**src/rtl/burst_addr_gen.sv**
```systemverilog
module burst_addr_gen #(
  parameter int AW = 20
) (
  input  logic          clk,
  input  logic          rst_n,
  input  logic          load,
  input  logic [AW-1:0] ld_addr,
  input  logic          step_n,
  input  logic          interleave,
  output logic [AW-1:0] addr_out
);
  localparam int UW = AW - 2;

  logic [UW-1:0] upper_q;
  logic [1:0]    start_q;
  logic [1:0]    beat_q;
  logic [1:0]    low;

  always_ff @(posedge clk) begin
    if (!rst_n) begin
      upper_q <= '0;
      start_q <= '0;
      beat_q  <= '0;
    end else if (load) begin
      upper_q <= ld_addr[AW-1:2];
      start_q <= ld_addr[1:0];
      beat_q  <= '0;
    end else if (!step_n) begin
      beat_q  <= beat_q + 2'd1;
    end
  end

  assign low      = interleave ? (start_q ^ beat_q) : (start_q + beat_q);
  assign addr_out = {upper_q, low};

  a_r2_load_captures: assert property (@(posedge clk) disable iff (!rst_n)
    load |=> (addr_out == $past(ld_addr)));

  a_r8_load_beats_step: assert property (@(posedge clk) disable iff (!rst_n)
    (load && !step_n) |=> (addr_out[1:0] == $past(ld_addr[1:0])));

  a_r3_upper_kept: assert property (@(posedge clk) disable iff (!rst_n)
    !load |=> $stable(addr_out[AW-1:2]));

  a_r7_hold: assert property (@(posedge clk) disable iff (!rst_n)
    (!load && step_n) |=> ($stable(addr_out) || !$stable(interleave)));

  a_r4_linear_step: assert property (@(posedge clk) disable iff (!rst_n)
    (!load && !step_n && !interleave) |=>
      (interleave || addr_out[1:0] == $past(addr_out[1:0]) + 2'd1));
endmodule

```
**config.mk**
```make
export PLATFORM = sky130hd
export DESIGN_NAME = burst_addr_gen
export DESIGN_NICKNAME = d
export VERILOG_FILES = /design/src/rtl/burst_addr_gen.sv
export SDC_FILE = /design/constraint.sdc
export NUM_CORES = 1
export LEC_CHECK = 0
export BUFFER_PORTS_ARGS = -buffer_cell sky130_fd_sc_hd__buf_2
export CORE_MARGIN = 3
export CORE_UTILIZATION = 39
export CTS_CLUSTER_DIAMETER = 30
export CTS_CLUSTER_SIZE = 20
export DETAILED_ROUTE_END_ITERATION = 8
export MAX_ROUTING_LAYER = met4
export PLACE_DENSITY = 0.71
export SLEW_MARGIN = 25
export SYNTH_ARGS = -nofsm -noshare
export SYNTH_HDL_FRONTEND = slang
export SYNTH_SLANG_ARGS = --single-unit
```
**constraint.sdc**
```tcl
create_clock -name clk -period 0.9 [get_ports clk]
set_clock_uncertainty 0.15 [all_clocks]
set_input_delay 0.09 -clock clk [delete_from_list [all_inputs] [get_ports clk]]
set_output_delay 0.09 -clock clk [all_outputs]
set_load 0.01 [all_outputs]
```
==> results of run 1 <==
==> tightest hold or removal path, cell delays in order <==
cell     delay, ns
buf_2         0.09
mux2i_1       0.07
nor2b_1       0.10
==> repair_timing <==
action,in CTS,in global routing
resized for setup,44,8
endpoints found under the setup margin,22,38
pin swaps,2,0
endpoints found under the hold margin,22,4
buffers inserted,2,2
==> layout make-up <==
| class | instances | area (um2) | share of cell area [%] |
|---|---|---|---|
| repair buffers | 64 | 606 | 37.4 |
| flip-flops and latches | 22 | 465 | 28.8 |
| multi-input cells | 50 | 460 | 28.5 |
| well taps | 27 | 33.8 | 2.09 |
| clock inverters | 1 | 30.0 | 1.86 |
| clock buffers | 3 | 22.5 | 1.39 |
==> power by group <==
| group | internal [mW] | leakage (nW) | switching (mW) |
|---|---|---|---|
| clock network | 0.450 | 0.0279 | 0.298 |
| logic | 0.305 | 0.571 | 0.163 |
| registers | 1.04 | 0.189 | 0.0435 |
==> per-layer routing <==
metal | part of all wire [%] | up-vias | wire [um]
met5 | 0 | - | 0
met4 | 1.2 | 0 | 29
met3 | 3.2 | 4 | 74
met2 | 61 | 17 | 1420
met1 | 35 | 365 | 818
li1 | - | 374 | -
==> synth_stat cells <==
cell type,instances
nor3_2,1
clkbuf_1,2
mux2i_1,20
nor2_1,1
ha_1,1
xnor2_1,3
buf_12,1
buf_6,2
nand2b_4,1
dfxtp_1,22
nor2b_1,23
==> how the worst max path moves through the flow <==
| stage | start | to | slack, ns |
|---|---|---|---|
| after floorplan | start_q[0] | addr_out[1] | -0.10 |
| after global placement | start_q[0] | addr_out[1] | -0.20 |
| after detailed placement | start_q[0] | addr_out[1] | -0.23 |
| final | beat_q[0] | addr_out[1] | -0.53 |
| after CTS | beat_q[0] | addr_out[1] | -0.54 |
| after global routing | beat_q[0] | addr_out[1] | -0.60 |
==> registers in the layout, summed over array words and instances (netlist names) <==
signal / cells
start_q: 2
upper_q: 18
beat_q: 2
==> placed cells by master, fill, tap and decap left out, drive strengths merged <==
cell type,n
buf,46
nand2b,1
nor3,1
ha,1
clkbuf,3
dlymetal6s4s,6
dfxtp,22
dlygate4sd3,12
nor2b,23
xnor2,3
mux2i,20
bufinv,1
nor2,1
==> kinds of logic after synthesis <==
family,count (synthesis)
adders and majority gates,1
muxes,20
xor gates and xnor gates,3
and+or+nand+nor,26
buffers and inverters,5
DFF,22
==> results.sh, run 1 <==
export IMPL_n_fill_cell=142
export IMPL_diodes=0
export IMPL_gr_max_usage_layer="met2"
export IMPL_vdd_drop_max_uv=1510
export IMPL_worstPathCellList="ha_4 > nor2b_4 > xnor2_2 > buf_2"
export IMPL_p_leak_nw=0.788
export IMPL_ys_ff_latch=22
export IMPL_route_vias_total=760
export IMPL_syn_inst=77
export IMPL_clock_root_buffer="clkbuf_4"
export IMPL_clk_latency_ns=0.30
export IMPL_crit_path_end_kind="primary output"
export IMPL_final_setup_tns_ns=-3.41
export IMPL_clkTransAtPathRegs_ns=0.13
export IMPL_globalRouteOverflowTotal=0
export IMPL_holdWs_ns=-0.0806
export IMPL_ant_nets=0
export IMPL_hold_depth=3
export IMPL_design_area_um2=1620
export IMPL_yosys_area_share_simple_pct=19.0
export IMPL_cp_max_fo=2
export IMPL_area_growth_pct=79.6
export IMPL_use_met2_pct=36.5
export IMPL_place_area_um2=1190
export IMPL_synth_compound_area_share_pct=0
export IMPL_pwr_density_cell_nw_per_um2=1420
export IMPL_ys_seq_area_share_pct=48.9
export IMPL_worst_pin_slew_ns=0.313
export IMPL_drt_iter0_markers=6
export IMPL_synth_area_um2=901
export IMPL_crit_type="flip-flop to primary output"
export IMPL_yosysTopAreaCellShare_pct=48.9
export IMPL_drive_gt1_share_pct=55.7
export IMPL_synth_avg_cell_area_um2=11.7
export IMPL_cts_tree="built"
export IMPL_holdBufCountCts=18
export IMPL_post_route_drc_count=0
export IMPL_synth_largest_area_cell="dfxtp_1"
export IMPL_numCtsBuffers=3
export IMPL_die_h_um=54.1
export IMPL_slowest_stage="dfxtp_2"
export IMPL_drv_slew=0
export IMPL_crit_family="flip-flops"
export IMPL_grt_start_max_net_pins=22
export IMPL_hold_viol=4
export IMPL_final_util_pct=77.7
export IMPL_status="complete, but fails checks"
export IMPL_cp_depth=4
export IMPL_max_stage_delay_ns=0.38
export IMPL_fin_ws_ns=-0.535
export IMPL_regToRegSetupSlack_ns=-0.29
export IMPL_timing_fmax_mhz=697
export IMPL_p_total_mw=2.30
export IMPL_grt_pass1_vias=836
export IMPL_reg2regPathDepth=5
export IMPL_min_delay_path_class="primary input to flip-flop"
export IMPL_initial_core_util_pct=43.3
export IMPL_placed_cells=149
export IMPL_r2r_end="beat_q[0]"
export IMPL_routed_wl_um=2340
export IMPL_grt_use_met3_pct=2.49
export IMPL_violations="hold timing, setup timing"
export IMPL_die_area_um2=2920
export IMPL_setup_viol=25
export IMPL_clkSinkCount=22
export IMPL_post_dp_hpwl_um=1390
export IMPL_die_w_um=54.1
export IMPL_fin_cells=167
export IMPL_synth_top_family_by_area="multiplexers"
export IMPL_htree_num_levels=1
export IMPL_fin_nets=167
export IMPL_clk_path_buf_depth=2
export IMPL_pin_count=45
export IMPL_routedWlPerCell_um=14.0
export IMPL_period_needed_ns=1.43
export IMPL_timing_rr_start="beat_q[0]"
export IMPL_crit_required_ns=0.66
export IMPL_cp_start_kind="flip-flop"
export IMPL_first_pass_iters=4
export IMPL_viasPerCell=4.55
export IMPL_grt_pass1_wl_um=3770
export IMPL_yosysWarnings=0
export IMPL_slew_headroom_pct=79.2
export IMPL_gp_congestion=0.662
export IMPL_syn_num_nets=103
export IMPL_crit_buf_inv=1
export IMPL_placementRows=16
export IMPL_synth_xor_area_share_pct=2.92
export IMPL_core_um2=2080
export IMPL_hold_end="upper_q[8]"
export IMPL_grt_usage_pct=18.7
export IMPL_grt_antenna_before_repair=0
export IMPL_synth_area_leaders="dfxtp_1 49%, mux2i_1 22%, nor2b_1 16%, xnor2_1 2.9%, buf_6 2.5%"
export IMPL_synth_mux_area_share_pct=22.2
export IMPL_rsz0062_at_grt="true"
export IMPL_crit_arrival_ns=1.19
export IMPL_min_from="ld_addr[10]"
export IMPL_drv_cap=0
export IMPL_fin_crit_sh_pct=159
export IMPL_use_met1_pct=19.3
export IMPL_synth_fa_ha_area_share_pct=1.39
export IMPL_preCtsSetupSlack_ns=-0.232
export IMPL_placement_io_buffers=44
export IMPL_yosysUniqueCellTypes=11
Note: power is estimated with default switching activity, not from simulation.
==> run 2, diff against run 1 <==
--- a/config.mk
+++ b/config.mk
@@ -12,7 +12,7 @@
 export CTS_CLUSTER_SIZE = 20
 export DETAILED_ROUTE_END_ITERATION = 8
 export MAX_ROUTING_LAYER = met4
-export PLACE_DENSITY = 0.71
+export PLACE_DENSITY = 0.73
 export SLEW_MARGIN = 25
 export SYNTH_ARGS = -nofsm -noshare
 export SYNTH_HDL_FRONTEND = slang
==> run 2 against run 1 <==
Compared with the run above: the flow still finishes with violations (hold timing, setup timing); core utilization decreased by 0.72 points; sequential power about the same; via count increased by 0.13%; non-clock buffer count unchanged; largest cell class unchanged.
==> results.sh, run 2 (synthesized netlist as in run 1, its figures left out) <==
export IMPL_status="complete, but fails checks"
export IMPL_violations="hold timing, setup timing"
export IMPL_core_um2=2080
export IMPL_reg2regPathDepth=5
export IMPL_numCtsBuffers=3
export IMPL_grt_pass1_vias=862
export IMPL_post_route_drc_count=0
export IMPL_routedWlPerCell_um=13.2
export IMPL_crit_type="flip-flop to primary output"
export IMPL_post_dp_hpwl_um=1390
export IMPL_hold_depth=3
export IMPL_clk_latency_ns=0.30
export IMPL_pin_count=45
export IMPL_drv_cap=0
export IMPL_drv_slew=0
export IMPL_die_w_um=54.1
export IMPL_fin_crit_sh_pct=161
export IMPL_placement_io_buffers=44
export IMPL_crit_arrival_ns=1.21
export IMPL_period_needed_ns=1.45
export IMPL_clk_path_buf_depth=2
export IMPL_slowest_stage="dfxtp_4"
export IMPL_rsz0062_at_grt="true"
export IMPL_n_fill_cell=138
export IMPL_die_area_um2=2920
export IMPL_final_cell_mix="21 x nor2b_1, 21 x buf_6, 19 x mux2i_1, 19 x dlygate4sd3_1, 19 x dfxtp_2"
export IMPL_final_util_pct=77.0
export IMPL_reg_top3="upper_q x18, beat_q x2, start_q x2"
export IMPL_worstPathCellList="ha_4 > nor2b_4 > xnor2_2 > buf_2"
export IMPL_die_h_um=54.1
export IMPL_largest_reg_flops=18
export IMPL_crit_path_end_kind="primary output"
export IMPL_fin_ws_ns=-0.547
export IMPL_setup_viol=23
export IMPL_max_stage_delay_ns=0.37
export IMPL_ant_nets=0
export IMPL_hold_viol=2
export IMPL_p_leak_nw=0.736
export IMPL_clock_root_buffer="clkbuf_4"
export IMPL_vdd_drop_max_uv=1200
export IMPL_place_area_um2=1180
export IMPL_grt_pass1_wl_um=3640
export IMPL_first_pass_iters=3
export IMPL_area_growth_pct=77.9
export IMPL_cp_max_fo=2
export IMPL_cts_tree="built"
export IMPL_regMostFlops="upper_q"
export IMPL_placementRows=16
export IMPL_min_delay_path_class="primary input to flip-flop"
export IMPL_clkTransAtPathRegs_ns=0.12
export IMPL_crit_buf_inv=1
export IMPL_grt_start_max_net_pins=22
export IMPL_holdBufCountCts=20
export IMPL_route_vias_total=761
export IMPL_routed_wl_um=2210
export IMPL_preCtsSetupSlack_ns=-0.255
export IMPL_drive_gt1_share_pct=54.3
export IMPL_fin_nets=167
export IMPL_grt_antenna_before_repair=0
export IMPL_gp_congestion=0.593
export IMPL_worst_pin_slew_ns=0.329
export IMPL_cp_start_kind="flip-flop"
export IMPL_design_area_um2=1600
export IMPL_diodes=0
export IMPL_viasPerCell=4.56
export IMPL_crit_family="flip-flops"
export IMPL_timing_fmax_mhz=691
export IMPL_grt_usage_pct=18.2
export IMPL_pwr_density_cell_nw_per_um2=1430
export IMPL_globalRouteOverflowTotal=0
export IMPL_initial_core_util_pct=43.3
export IMPL_slew_headroom_pct=78.1
export IMPL_crit_required_ns=0.66
export IMPL_htree_num_levels=1
export IMPL_cp_depth=4
export IMPL_drt_iter0_markers=3
export IMPL_clkSinkCount=22
export IMPL_holdWs_ns=-0.0491
[run 2: layer usage]
layer | GRT usage (%) | vias to the layer above | part of all wire (%)
li1 | - | 378 | -
met2 | 33.5 | 27 | 55
met5 | - | - | 0
met1 | 18.7 | 354 | 39
met3 | 3.60 | 2 | 5.4
met4 | 7.47 | 0 | 0.68
[run 2: worst paths after layout]
kind                     from     endpoint  slack, ns
setup reg to reg    beat_q[0]    beat_q[1]      -0.24
hold / removal         step_n    beat_q[0]      -0.05
setup / recovery    beat_q[0]  addr_out[1]      -0.55
hold reg to reg   upper_q[13]  upper_q[13]       0.39
[run 2: area by class of cell]
cell class / instances / area, um2 / area share (%)
clock buffers: 3 / 22.5 / 1.41
clock inverters: 1 / 30.0 / 1.87
multi-input cells: 50 / 457 / 28.5
flip-flops and latches: 22 / 468 / 29.2
well taps: 27 / 33.8 / 2.11
repair buffers: 64 / 592 / 36.9
[run 2: power by group]
part,total [mW],internal (mW),switching [mW]
clock,0.748,0.450,0.298
combinational,0.460,0.300,0.160
sequential,1.08,1.04,0.0424
[run 2: tightest hold or removal path, stage by stage]
cell and delay [ns]:
buf_2 0.12, nor2b_4 0.12, nor3_2 0.05
[run 2: repair_timing]
item | CTS | global route
setup endpoints to repair | 22 | 30
hold endpoints to repair | 22 | 2
resized for setup | 43 | 4
pin swaps | 4 | 2
setup buffers | 2 | 2
[run 2: metrics by stage]
stage / std cells / TNS, ns / total power [mW]
finish: 167 / -3.17 / 2.29
global route: 167 / -4.13 / 2.40
CTS: 172 / -3.12 / 2.30
detailed placement: 147 / -0.730 / 1.40
global placement: 147 / -0.404 / 1.39
floorplan: 77 / -0.130 / 1.26
